--- src/rtl/wdsr_pkg.sv ---
package wdsr_pkg;
    typedef enum logic [1:0] {
        ST_RUN   = 2'd0,
        ST_GRACE = 2'd1,
        ST_FIRE  = 2'd2
    } wd_state_e;

    localparam int BIT_RESTART  = 0;
    localparam int BIT_RST_EN   = 1;
    localparam int BIT_RST_FLAG = 2;
    localparam int BIT_TMO_FLAG = 3;
    localparam int BIT_CLK_SEL  = 4;
    localparam int BIT_PON_FLAG = 6;
endpackage

--- src/rtl/wdsr_tick_sel.sv ---
module wdsr_tick_sel (
    input  logic sel_i,
    input  logic slow_tick_i,
    output logic tick_o
);
    always_comb begin
        tick_o = sel_i ? slow_tick_i : 1'b1;
    end
endmodule

--- src/rtl/wdsr_counter.sv ---
module wdsr_counter #(
    parameter int CNT_W = 17
) (
    input  logic clk_i,
    input  logic rst_i,
    input  logic clr_i,
    input  logic tick_i,
    output logic timeout_o
);
    localparam logic [CNT_W-1:0] CNT_LAST = '1;

    logic [CNT_W-1:0] cnt_q;

    always_ff @(posedge clk_i) begin
        if (clr_i) begin
            cnt_q <= '0;
        end else if (tick_i) begin
            cnt_q <= cnt_q + 1'b1;
        end
    end

    assign timeout_o = tick_i && !clr_i && (cnt_q == CNT_LAST);

    AST_CLR_ZEROES: assert property (@(posedge clk_i) disable iff (rst_i)
        clr_i |=> (cnt_q == '0));
    AST_TMO_WRAPS: assert property (@(posedge clk_i) disable iff (rst_i)
        timeout_o |=> (cnt_q == '0));
endmodule

--- src/rtl/wdsr_fsm.sv ---
module wdsr_fsm
    import wdsr_pkg::*;
#(
    parameter int GRACE_TICKS = 512
) (
    input  logic clk_i,
    input  logic rst_i,
    input  logic restart_i,
    input  logic tick_i,
    input  logic timeout_i,
    input  logic rst_en_i,
    output logic wdt_rst_o
);
    localparam int GC_W = (GRACE_TICKS > 1) ? $clog2(GRACE_TICKS) : 1;
    localparam logic [GC_W-1:0] GC_LAST = GC_W'(GRACE_TICKS - 1);

    wd_state_e       state_q, state_d;
    logic [GC_W-1:0] gcnt_q, gcnt_d;
    logic            fire_q;

    always_comb begin
        state_d = state_q;
        gcnt_d  = gcnt_q;
        unique case (state_q)
            ST_RUN: begin
                if (timeout_i && rst_en_i) begin
                    state_d = ST_GRACE;
                    gcnt_d  = '0;
                end
            end
            ST_GRACE: begin
                if (restart_i) begin
                    state_d = ST_RUN;
                end else if (tick_i) begin
                    if (gcnt_q == GC_LAST) begin
                        state_d = rst_en_i ? ST_FIRE : ST_RUN;
                    end else begin
                        gcnt_d = gcnt_q + 1'b1;
                    end
                end
            end
            ST_FIRE: begin
                state_d = ST_RUN;
            end
            default: begin
                state_d = ST_RUN;
            end
        endcase
    end

    always_ff @(posedge clk_i) begin
        if (rst_i) begin
            state_q <= ST_RUN;
            gcnt_q  <= '0;
        end else begin
            state_q <= state_d;
            gcnt_q  <= gcnt_d;
        end
    end

    always_ff @(posedge clk_i) begin
        if (rst_i) begin
            fire_q <= 1'b0;
        end else begin
            fire_q <= (state_d == ST_FIRE);
        end
    end

    assign wdt_rst_o = fire_q;

    AST_PULSE_ONE_WIDE: assert property (@(posedge clk_i) disable iff (rst_i)
        wdt_rst_o |=> !wdt_rst_o);
    AST_PULSE_AFTER_GRACE: assert property (@(posedge clk_i) disable iff (rst_i)
        wdt_rst_o |-> ($past(state_q) == ST_GRACE && $past(gcnt_q) == GC_LAST));
    AST_PULSE_NEEDS_EN: assert property (@(posedge clk_i) disable iff (rst_i)
        wdt_rst_o |-> $past(rst_en_i));
    AST_RESTART_CANCELS: assert property (@(posedge clk_i) disable iff (rst_i)
        (state_q == ST_GRACE && restart_i) |=> !wdt_rst_o);
endmodule

--- src/rtl/wdsr_regs.sv ---
module wdsr_regs
    import wdsr_pkg::*;
(
    input  logic       clk_i,
    input  logic       por_i,
    input  logic       ext_i,
    input  logic       wdt_fire_i,
    input  logic       timeout_i,
    input  logic       wr_en_i,
    input  logic [7:0] wr_data_i,
    output logic       restart_o,
    output logic       sel_o,
    output logic       rst_en_o,
    output logic       tmo_flag_o,
    output logic [7:0] rd_data_o
);
    logic pon_q, pon_d;
    logic sel_q, sel_d;
    logic tmo_q, tmo_d;
    logic rfl_q, rfl_d;
    logic ren_q, ren_d;
    logic unused_wr_bits;

    assign unused_wr_bits = wr_data_i[7] ^ wr_data_i[5];

    always_comb begin
        pon_d = pon_q;
        sel_d = sel_q;
        tmo_d = tmo_q;
        rfl_d = rfl_q;
        ren_d = ren_q;
        if (por_i) begin
            pon_d = 1'b1;
            sel_d = 1'b0;
            tmo_d = 1'b0;
            rfl_d = 1'b0;
            ren_d = 1'b0;
        end else if (ext_i) begin
            sel_d = 1'b0;
            tmo_d = 1'b0;
        end else if (wdt_fire_i) begin
            sel_d = 1'b0;
            tmo_d = 1'b0;
            rfl_d = 1'b1;
        end else begin
            if (wr_en_i) begin
                sel_d = wr_data_i[BIT_CLK_SEL];
                ren_d = wr_data_i[BIT_RST_EN];
                if (!wr_data_i[BIT_TMO_FLAG]) tmo_d = 1'b0;
                if (!wr_data_i[BIT_RST_FLAG]) rfl_d = 1'b0;
                if (!wr_data_i[BIT_PON_FLAG]) pon_d = 1'b0;
            end
            if (timeout_i) begin
                tmo_d = 1'b1;
            end
        end
    end

    always_ff @(posedge clk_i) begin
        pon_q <= pon_d;
        sel_q <= sel_d;
        tmo_q <= tmo_d;
        rfl_q <= rfl_d;
        ren_q <= ren_d;
    end

    assign restart_o  = wr_en_i && wr_data_i[BIT_RESTART];
    assign sel_o      = sel_q;
    assign rst_en_o   = ren_q;
    assign tmo_flag_o = tmo_q;

    always_comb begin
        rd_data_o               = 8'h00;
        rd_data_o[BIT_PON_FLAG] = pon_q;
        rd_data_o[BIT_CLK_SEL]  = sel_q;
        rd_data_o[BIT_TMO_FLAG] = tmo_q;
        rd_data_o[BIT_RST_FLAG] = rfl_q;
        rd_data_o[BIT_RST_EN]   = ren_q;
    end

    AST_TMO_SETS_FLAG: assert property (@(posedge clk_i) disable iff (por_i)
        (timeout_i && !ext_i && !wdt_fire_i) |=> tmo_q);
    AST_RFLAG_ONLY_BY_PULSE: assert property (@(posedge clk_i) disable iff (por_i)
        $rose(rfl_q) |-> $past(wdt_fire_i));
    AST_PON_ONLY_BY_POR: assert property (@(posedge clk_i) disable iff (por_i)
        $rose(pon_q) |-> $past(por_i));
    AST_EXT_KEEPS_CAUSE: assert property (@(posedge clk_i) disable iff (por_i)
        ext_i |=> (rfl_q == $past(rfl_q) && ren_q == $past(ren_q) && pon_q == $past(pon_q)));
    AST_FIRE_MARKS_CAUSE: assert property (@(posedge clk_i) disable iff (por_i)
        (wdt_fire_i && !ext_i) |=> (rfl_q && !tmo_q && !sel_q));
endmodule

--- src/rtl/wdog_staged_reset.sv ---
module wdog_staged_reset
    import wdsr_pkg::*;
#(
    parameter int CNT_W       = 17,
    parameter int GRACE_TICKS = 512
) (
    input  logic       clk_i,
    input  logic       por_i,
    input  logic       ext_rst_i,
    input  logic       slow_tick_i,
    input  logic       wr_en_i,
    input  logic [7:0] wr_data_i,
    output logic [7:0] rd_data_o,
    input  logic       wdi_en_i,
    input  logic       gie_i,
    output logic       irq_o,
    output logic       wdt_rst_o
);
    logic tick;
    logic restart;
    logic sel;
    logic rst_en;
    logic tmo_flag;
    logic timeout;
    logic fire;
    logic seq_rst;
    logic cnt_clr;

    assign seq_rst = por_i || ext_rst_i;
    assign cnt_clr = seq_rst || fire || restart;

    wdsr_regs u_regs (
        .clk_i      (clk_i),
        .por_i      (por_i),
        .ext_i      (ext_rst_i),
        .wdt_fire_i (fire),
        .timeout_i  (timeout),
        .wr_en_i    (wr_en_i),
        .wr_data_i  (wr_data_i),
        .restart_o  (restart),
        .sel_o      (sel),
        .rst_en_o   (rst_en),
        .tmo_flag_o (tmo_flag),
        .rd_data_o  (rd_data_o)
    );

    wdsr_tick_sel u_tick (
        .sel_i       (sel),
        .slow_tick_i (slow_tick_i),
        .tick_o      (tick)
    );

    wdsr_counter #(.CNT_W(CNT_W)) u_cnt (
        .clk_i     (clk_i),
        .rst_i     (seq_rst),
        .clr_i     (cnt_clr),
        .tick_i    (tick),
        .timeout_o (timeout)
    );

    wdsr_fsm #(.GRACE_TICKS(GRACE_TICKS)) u_fsm (
        .clk_i     (clk_i),
        .rst_i     (seq_rst),
        .restart_i (restart),
        .tick_i    (tick),
        .timeout_i (timeout),
        .rst_en_i  (rst_en),
        .wdt_rst_o (fire)
    );

    assign irq_o     = tmo_flag && wdi_en_i && gie_i;
    assign wdt_rst_o = fire;
endmodule

--- config.mk ---
export PLATFORM = sky130hd
export DESIGN_NAME = wdog_staged_reset
export DESIGN_NICKNAME = d
export VERILOG_FILES = /design/src/rtl/wdsr_pkg.sv /design/src/rtl/wdsr_tick_sel.sv /design/src/rtl/wdsr_counter.sv /design/src/rtl/wdsr_fsm.sv /design/src/rtl/wdsr_regs.sv /design/src/rtl/wdog_staged_reset.sv
export SDC_FILE = /design/constraint.sdc
export NUM_CORES = 1
export LEC_CHECK = 0
export BUFFER_PORTS_ARGS = -buffer_cell sky130_fd_sc_hd__buf_2
export CAP_MARGIN = 0
export CORE_AREA = 10 10 71 73
export DETAILED_ROUTE_END_ITERATION = 7
export DIE_AREA = 0 0 81 83
export HOLD_SLACK_MARGIN = 0.05
export PLACE_DENSITY = 0.68
export SKIP_LAST_GASP = 1
export SYNTH_ARGS = -nofsm -noshare
export SYNTH_HDL_FRONTEND = slang
export SYNTH_SLANG_ARGS = --single-unit
--- constraint.sdc ---
create_clock -name clk_i -period 2.95 [get_ports clk_i]
set_clock_uncertainty 0.05 [all_clocks]
set_input_delay 0.295 -clock clk_i [delete_from_list [all_inputs] [get_ports clk_i]]
set_output_delay 0.295 -clock clk_i [all_outputs]
set_load 0.05 [all_outputs]
Yosys cells after proc, flatten, opt, wreduce, memory -nomap -nowiden
Index checks and enable logic that the tools add are counted.
{"block": "word_totals", "register_bits": 34, "latch_bits": 0, "ramBits": 0, "romBits": 0, "in_bits": 15, "out_inout_bits": 10, "n_memories": 0}
{"block": "op_classes", "n_addsub": 2, "n_mul": 0, "n_div": 0, "order_cmp": 0, "eq_ne": 10, "n_shift": 0, "mux": 18, "bitwise": 3, "reduce_logical": 20}
{"cell": "$mux W9", "n": 4}
{"cell": "$pmux W9 S2", "n": 1}
{"cell": "$add A17 B1 Y17 const B", "n": 1}
{"cell": "$eq A17 B17 Y1 const B", "n": 1}
{"cell": "$mux W2", "n": 5}
{"cell": "$add A9 B1 Y9 const B", "n": 1}
{"cell": "$eq A9 B9 Y1 const B", "n": 1}
{"cell": "$mux W1", "n": 7}
{"cell": "$logic_and A1 B1 Y1", "n": 6}
{"cell": "$ne A2 B1 Y1 const B", "n": 3}
{"cell": "$ne A2 B2 Y1 const B", "n": 3}
{"cell": "$reduce_and A3 Y1", "n": 2}
{"cell": "$reduce_bool A2 Y1", "n": 3}
{"cell": "$reduce_and A5 Y1", "n": 1}
{"cell": "$pmux W2 S2", "n": 1}
{"cell": "$reduce_and A4 Y1", "n": 1}
{"cell": "$logic_or A1 B1 Y1", "n": 3}
{"cell": "$not A1 Y1", "n": 3}
{"cell": "$reduce_or A3 Y1", "n": 1}
{"cell": "$eq A2 B1 Y1 const B", "n": 1}
{"cell": "$eq A2 B2 Y1 const B", "n": 1}
{"cell": "$logic_not A2 Y1", "n": 1}
{"cell": "$reduce_and A2 Y1", "n": 1}
{"cell": "$logic_not A1 Y1", "n": 1}

Depth between registers and ports, before layout
Gate-level depths: netlist (run 1).
{"block": "depth", "depth_word": 10, "mapped_depth": 8}

By module
A second synthesis (run 1) with hierarchy kept.
{"block": "unflattened", "cells_unflattened": 192, "area_unflattened_um2": 1730.4}
{"mod": "wdsr_counter", "n_inst": 1, "cells_per_inst": 89, "area_each_um2": 817.0, "seq_area_each_um2": 340.3}
{"mod": "wdsr_fsm", "n_inst": 1, "cells_per_inst": 69, "area_each_um2": 623.1, "seq_area_each_um2": 240.2}
{"mod": "wdsr_regs", "n_inst": 1, "cells_per_inst": 30, "area_each_um2": 264.0, "seq_area_each_um2": 100.1}
{"mod": "wdog_staged_reset", "n_inst": 1, "cells_per_inst": 3, "area_each_um2": 20.0, "seq_area_each_um2": 0.0}
{"mod": "wdsr_tick_sel", "n_inst": 1, "cells_per_inst": 1, "area_each_um2": 6.3, "seq_area_each_um2": 0.0}

Least setup slack after synthesis (run 1)
Ideal clock, no wire load.
{"block": "synth_path", "path_type": "register -> register", "startpoint": "register u_fsm.gcnt_q[0]", "endpoint": "register u_fsm.gcnt_q[7]", "setup_time_ns": 0.070, "arrival_time_ns": 2.031, "slack_ns": 0.800, "path_stages_with_launch": 9, "path_buffers": 0, "cell_sequence": "dfxtp_1 -> ha_1 -> nand3_1 -> nor2_1 -> and3_1 -> ha_1 -> nand4b_1 -> or4b_1 -> a21oi_1"}
{"block": "synth_between", "elab_chain_len": 5, "word_cells_on_any_way": 8, "cone_classes": "1 x add/sub; 2 x eq/ne; 4 x mux; 1 x reduce/logical"}
{"element": "from (decl)", "line_no": "wdsr_fsm.sv:18", "text": "logic [GC_W-1:0] gcnt_q, gcnt_d;"}
{"element": "from (signal assigned)", "line_no": "wdsr_fsm.sv:57", "text": "gcnt_q <= gcnt_d;"}
{"element": "$add A9 B1 Y9", "line_no": "wdsr_fsm.sv:38", "text": "gcnt_d = gcnt_q + 1'b1;"}
{"element": "$mux W9", "line_no": "wdsr_fsm.sv:35", "text": "if (gcnt_q == GC_LAST) begin"}
{"element": "$mux W9", "line_no": "wdsr_fsm.sv:34", "text": "end else if (tick_i) begin"}
{"element": "$mux W9", "line_no": "wdsr_fsm.sv:32", "text": "if (restart_i) begin"}
{"element": "$pmux W9 S2", "line_no": "wdsr_fsm.sv:24", "text": "unique case (state_q)"}
Parallel ways exist; a longest one is shown, timed or not. The select of a mux whose other input is x is not followed.
A chain may end at the register's enable or synchronous reset.

Worst setup path in the final report (run 1)
Ends and elaborated chain as after synthesis.

==> impl_metrics.tcl, run 1 <==
set metrics [dict create \
    synthTopCellsByCount "dfxtp_1 (34), nand2_1 (21), a21oi_1 (18), nor2_1 (13), nand3_1 (12)" \
    antenna_found_initial 0 \
    min_period_ns 2.33 \
    grt_max_degree 17 \
    placed_cells 254 \
    status "finished, final reports clean" \
    maxCapViolCount 0 \
    yosysSeqAreaShare 0.392 \
    max_freq_mhz 428 \
    clk_latency_ns 0.28 \
    setup.worst_path.class "reg2reg" \
    avgSynthCellArea_um2 8.77 \
    fillers 370 \
    synth.most_common_cell "dfxtp_1" \
    cellPowerDensity_nw_per_um2 443 \
    wire_per_inst_um 13.1 \
    io_pins 25 \
    arrival_ns 2.50 \
    finalSetupViolCount 0 \
    port_buffers 19 \
    gp_congestion 0.854 \
    clkSlewWorstSetupHoldPaths_ns 0.06 \
    start_util 0.478 \
    grt_usage 0.107 \
    layout-drive-gt1-share 0.160 \
    die_h_um 83 \
    rsz0062_at_grt "no" \
    grt_pass1_wl_um 6000 \
    startpoint_type "flop" \
    firstDrtPassIters 4 \
    routed_wl_um 3410 \
    drc 0 \
    tritoncts "built" \
    cts_hold_buf 0 \
    synth_cell_types 47 \
    dp_hpwl_um 2520 \
    cts_max_path_buffers 2 \
    cts_root_buffer "clkbuf_8" \
    holdCritPathClass "in2reg" \
    yosysTopAreaCell "dfxtp_1" \
    core_area_um2 3630 \
    p_leak_nw 0.641 \
    hold_viol 0 \
    die_area_um2 6720 \
    first_iter_violations 94 \
    syn_inst 198 \
    synth_edf_count 0 \
    setup_tns_ns 0 \
    synth_flop_cell "dfxtp_1" \
    ys_ff_latch 34 \
    postCtsSetupBuffers 0 \
    ant_nets 0 \
    crit_path_end_kind "flop" \
    ctsResizeCount 0 \
    critPathMaxFanout 7 \
    avgViaCountPerCell 5.51 \
    overflow 0 \
    design_area_um2 1880 \
    grt_pass1_vias 1346 \
    diodes 0 \
    finalCritPeriodShare 0.792 \
    tightest_slew_ns 0.707 \
    drv_slew 0 \
    fin_nets 232 \
    vias 1437 \
    std_cell_rows 22 \
    die_w_um 81 \
    clock-sinks 34 \
    area_growth_pct 8.50 \
    yosys_warnings 0 \
    ir_worst_vdd_uv 223 \
    max_slew_margin 0.527 \
    whs_ns 0.197 \
    place_area_um2 1810 \
    synth.top_cell.area_share 0.392 \
    cts_max_level 2 \
    async_reset_ff_frac 0 \
    required_ns 3.11 \
    cts_made_buffers 5 \
    synthTopCellsByArea "dfxtp_1 (39%), a21oi_1 (5.2%), nand2_1 (4.5%), nand3_1 (3.5%), buf_4 (3.5%)" \
    stdcell_count 261 \
    syn_area_um2 1740 \
]
==> kinds of logic (layout without fill, tap and decap cells) <==
group	count (synthesis)	count (layout)	synth area share
AND/OR/NAND/NOR	87	87	0.285
AO/OA/AOI/OAI	45	45	0.179
flip-flops	34	34	0.392
buffers and inverters	17	30	0.0612
XOR/XNOR	7	7	0.0353
adder cells (fa/ha/maj)	4	4	0.0288
multiplexers	3	3	0.0173
other	1	3	0.00216
==> critical path, stage by stage (launching register included) <==
cell	delay [ns]
dfxtp_1	0.33
ha_1	0.24
nand3_1	0.14
nor2_1	0.09
and3_1	0.18
ha_1	0.23
nand4b_1	0.34
or4b_1	0.53
a21oi_1	0.14
==> path summary, 6_finish.rpt <==
| kind | slack (ns) | to | start | cells after the start |
|---|---|---|---|---|
| max | 0.62 | u_fsm.gcnt_q[7] | u_fsm.gcnt_q[0] | 8 |
| max reg2reg | 0.62 | u_fsm.gcnt_q[7] | u_fsm.gcnt_q[0] | 8 |
| min | 0.20 | u_regs.pon_q | wr_data_i[6] | 3 |
| min reg2reg | 0.41 | u_fsm.gcnt_q[8] | u_fsm.gcnt_q[8] | 2 |
==> sequential cells by signal, summed over array words and instances (netlist names) <==
name / flops
u_regs.rst_en_o: 1
u_regs.tmo_flag_o: 1
u_regs.pon_q: 1
u_regs.sel_o: 1
u_cnt.cnt_q: 17
u_regs.rfl_q: 1
u_fsm.gcnt_q: 9
u_fsm.wdt_rst_o: 1
u_fsm.state_q: 2
==> cell type report <==
class	instances	area (um2)	share of cell area
Multi-Input combinational cell	149	957	0.508
Sequential cell	34	681	0.361
Timing Repair Buffer	19	95.1	0.0505
Clock buffer	7	76.3	0.0405
Tap cell	48	60.1	0.0319
Inverter	4	15.0	0.00797
==> cell usage in the layout, fill, tap and decap left out, types with 3 or more instances in the layout <==
cell      instances
ha_1              4
clkbuf_8          5
nand4_1           3
a21oi_1          18
nand2_1          21
o21a_1            3
or3_1             4
buf_2            19
o21ai_0           9
mux2i_1           3
nor3_1            6
conb_1            3
xor2_1            3
or4_1             3
xnor2_1           4
nand2b_1          3
inv_1             4
dfxtp_1          34
o31ai_1           5
nand3_1          12
nor2_1           13
==> per-layer routing <==
layer	vias to the layer above	global-route usage	routed length (um)	share of wire
li1	739	-	-	-
met1	671	0.128	1570	0.46
met2	21	0.169	1620	0.47
met3	6	0.0323	158	0.046
met4	0	0.0469	60	0.018
met5	-	0	0	0
==> per-stage QoR <==
stage	utilization	setup WS, ns	total power, mW
floorplan	-	0.800	0.513
global placement	0.498	0.653	0.525
detailed placement	0.498	0.629	0.526
CTS	0.519	0.617	0.843
global route	0.519	0.454	0.871
finish	0.519	0.615	0.835
==> power by group <==
group,switching [mW],internal (mW),total (mW)
registers,0.00281,0.462,0.465
clock network,0.157,0.162,0.319
logic,0.0360,0.0147,0.0507
Note: power is estimated with default switching activity, not from simulation.
==> run 2, diff against run 1 <==
- PLACE_DENSITY: 0.68 -> 0.71
- clock period: 2.95 -> 2.02 ns (I/O delays scaled with it)
==> impl_metrics.tcl, run 2 (synthesized netlist as in run 1, its figures left out) <==
set metrics [dict create \
    setup.worst_path.class "reg2reg" \
    gp_congestion 0.835 \
    cts_max_path_buffers 2 \
    holdCritPathClass "in2reg" \
    finalCritPeriodShare 0.976 \
    wire_per_inst_um 13.3 \
    first_iter_violations 74 \
    final_cell_mix "dfxtp_1 (32), nand2_1 (20), buf_2 (19)" \
    antenna_found_initial 0 \
    vias 1442 \
    cts_hold_buf 0 \
    ir_worst_vdd_uv 416 \
    ant_nets 0 \
    overflow 0 \
    cts_made_buffers 5 \
    hold_viol 0 \
    finalSetupViolCount 0 \
    layout-drive-gt1-share 0.251 \
    max_slew_margin 0.634 \
    required_ns 2.16 \
    max_freq_mhz 507 \
    routed_wl_um 3660 \
    tightest_slew_ns 0.547 \
    grt_usage 0.107 \
    crit_path_end_kind "flop" \
    port_buffers 19 \
    maxCapViolCount 0 \
    postCtsSetupBuffers 0 \
    clkSlewWorstSetupHoldPaths_ns 0.07 \
    avgViaCountPerCell 5.24 \
    grt_pass1_wl_um 5980 \
    tritoncts "built" \
    clock-sinks 34 \
    design_area_um2 2050 \
    status "finished, final reports clean" \
    core_area_um2 3630 \
    final_common_cell "dfxtp_1" \
    die_area_um2 6720 \
    cts_root_buffer "clkbuf_8" \
    min_period_ns 1.97 \
    place_area_um2 1940 \
    die_w_um 81 \
    rsz0062_at_grt "yes" \
    reg_top3 "u_cnt.cnt_q: 17 flops, u_fsm.gcnt_q: 9 flops, u_fsm.state_q: 2 flops" \
    cellPowerDensity_nw_per_um2 594 \
    std_cell_rows 22 \
    dp_hpwl_um 2680 \
    fin_nets 246 \
    p_leak_nw 0.708 \
    drv_slew 0 \
    start_util 0.478 \
    grt_pass1_vias 1347 \
    largest_register "u_cnt.cnt_q" \
    area_growth_pct 18.1 \
    drc 0 \
    critPathMaxFanout 5 \
    diodes 0 \
    clk_latency_ns 0.28 \
    final_util 0.564 \
    design_power_total_mw 1.22 \
    firstDrtPassIters 4 \
    rrSetupSlack_ns 0.05 \
    arrival_ns 2.11 \
    io_pins 25 \
    fillers 337 \
    largest_reg_flops 17 \
    die_h_um 83 \
    grt_max_degree 17 \
    startpoint_type "flop" \
    cts_max_level 2 \
    whs_ns 0.109 \
]
run 2: cell count changes in the layout (fill, tap and decap cells not counted), moves of 2 or more:
| cell | before | now |
|---|---|---|
| dfxtp_1 | 34 | 32 |
| buf_4 | 0 | 13 |
| ha_4 | 0 | 2 |
| ha_1 | 4 | 2 |
run 2: path summary, 6_finish.rpt:
path | from | endpoint | cells past startpoint
setup / recovery | u_fsm.gcnt_q[1] | u_fsm.gcnt_q[6] | 9
hold / removal | wr_data_i[1] | u_regs.rst_en_o | 3
hold reg to reg | u_cnt.cnt_q[16] | u_cnt.cnt_q[16] | 2
setup reg to reg | u_fsm.gcnt_q[1] | u_fsm.gcnt_q[6] | 9
run 2: final cells by class:
cell class                 instances  area [um2]  area share
tap                               48        60.1      0.0293
clock buffer                       7        76.3      0.0372
timing repair buffer              33         204      0.0995
multi-input combinational        149        1010       0.492
inverter                           4        15.0     0.00732
sequential                        34         686       0.334
run 2: metal layers:
layer  up-vias  part of all wire  GRT usage
met5         -                 0          0
met3         2             0.052     0.0323
li1        765                 -          -
met1       650              0.48      0.129
met4         0            0.0085     0.0469
met2        25              0.46      0.167
run 2: what timing repair did:
action	CTS	global route
resized for setup	0	9
pin swaps	1	6
setup endpoints to repair	1	6
run 2: critical path, stage by stage, from the launching register on:
cell and delay [ns]:
dfxtp_4 0.36, ha_4 0.16, nand3_4 0.05, nor2_2 0.05, and3_4 0.17, ha_4 0.15, buf_6 0.11, a2111oi_4 0.40
a21oi_1 0.14, a211oi_2 0.23
run 2: through the flow:
stage / worst slack [ns] / TNS (ns) / std cells
after floorplan: 0.00313 / 0 / 200
after global placement: 0.0720 / 0 / 268
after detailed placement: 0.0139 / 0 / 268
after CTS: 0.0313 / 0 / 275
after global routing: -0.0537 / -0.168 / 275
final: 0.0478 / 0 / 275
run 2: power by group:
group	internal (mW)	switching, mW	leakage (nW)
registers	0.673	0.00399	0.276
logic	0.0221	0.0539	0.394
clock network	0.237	0.228	0.0383
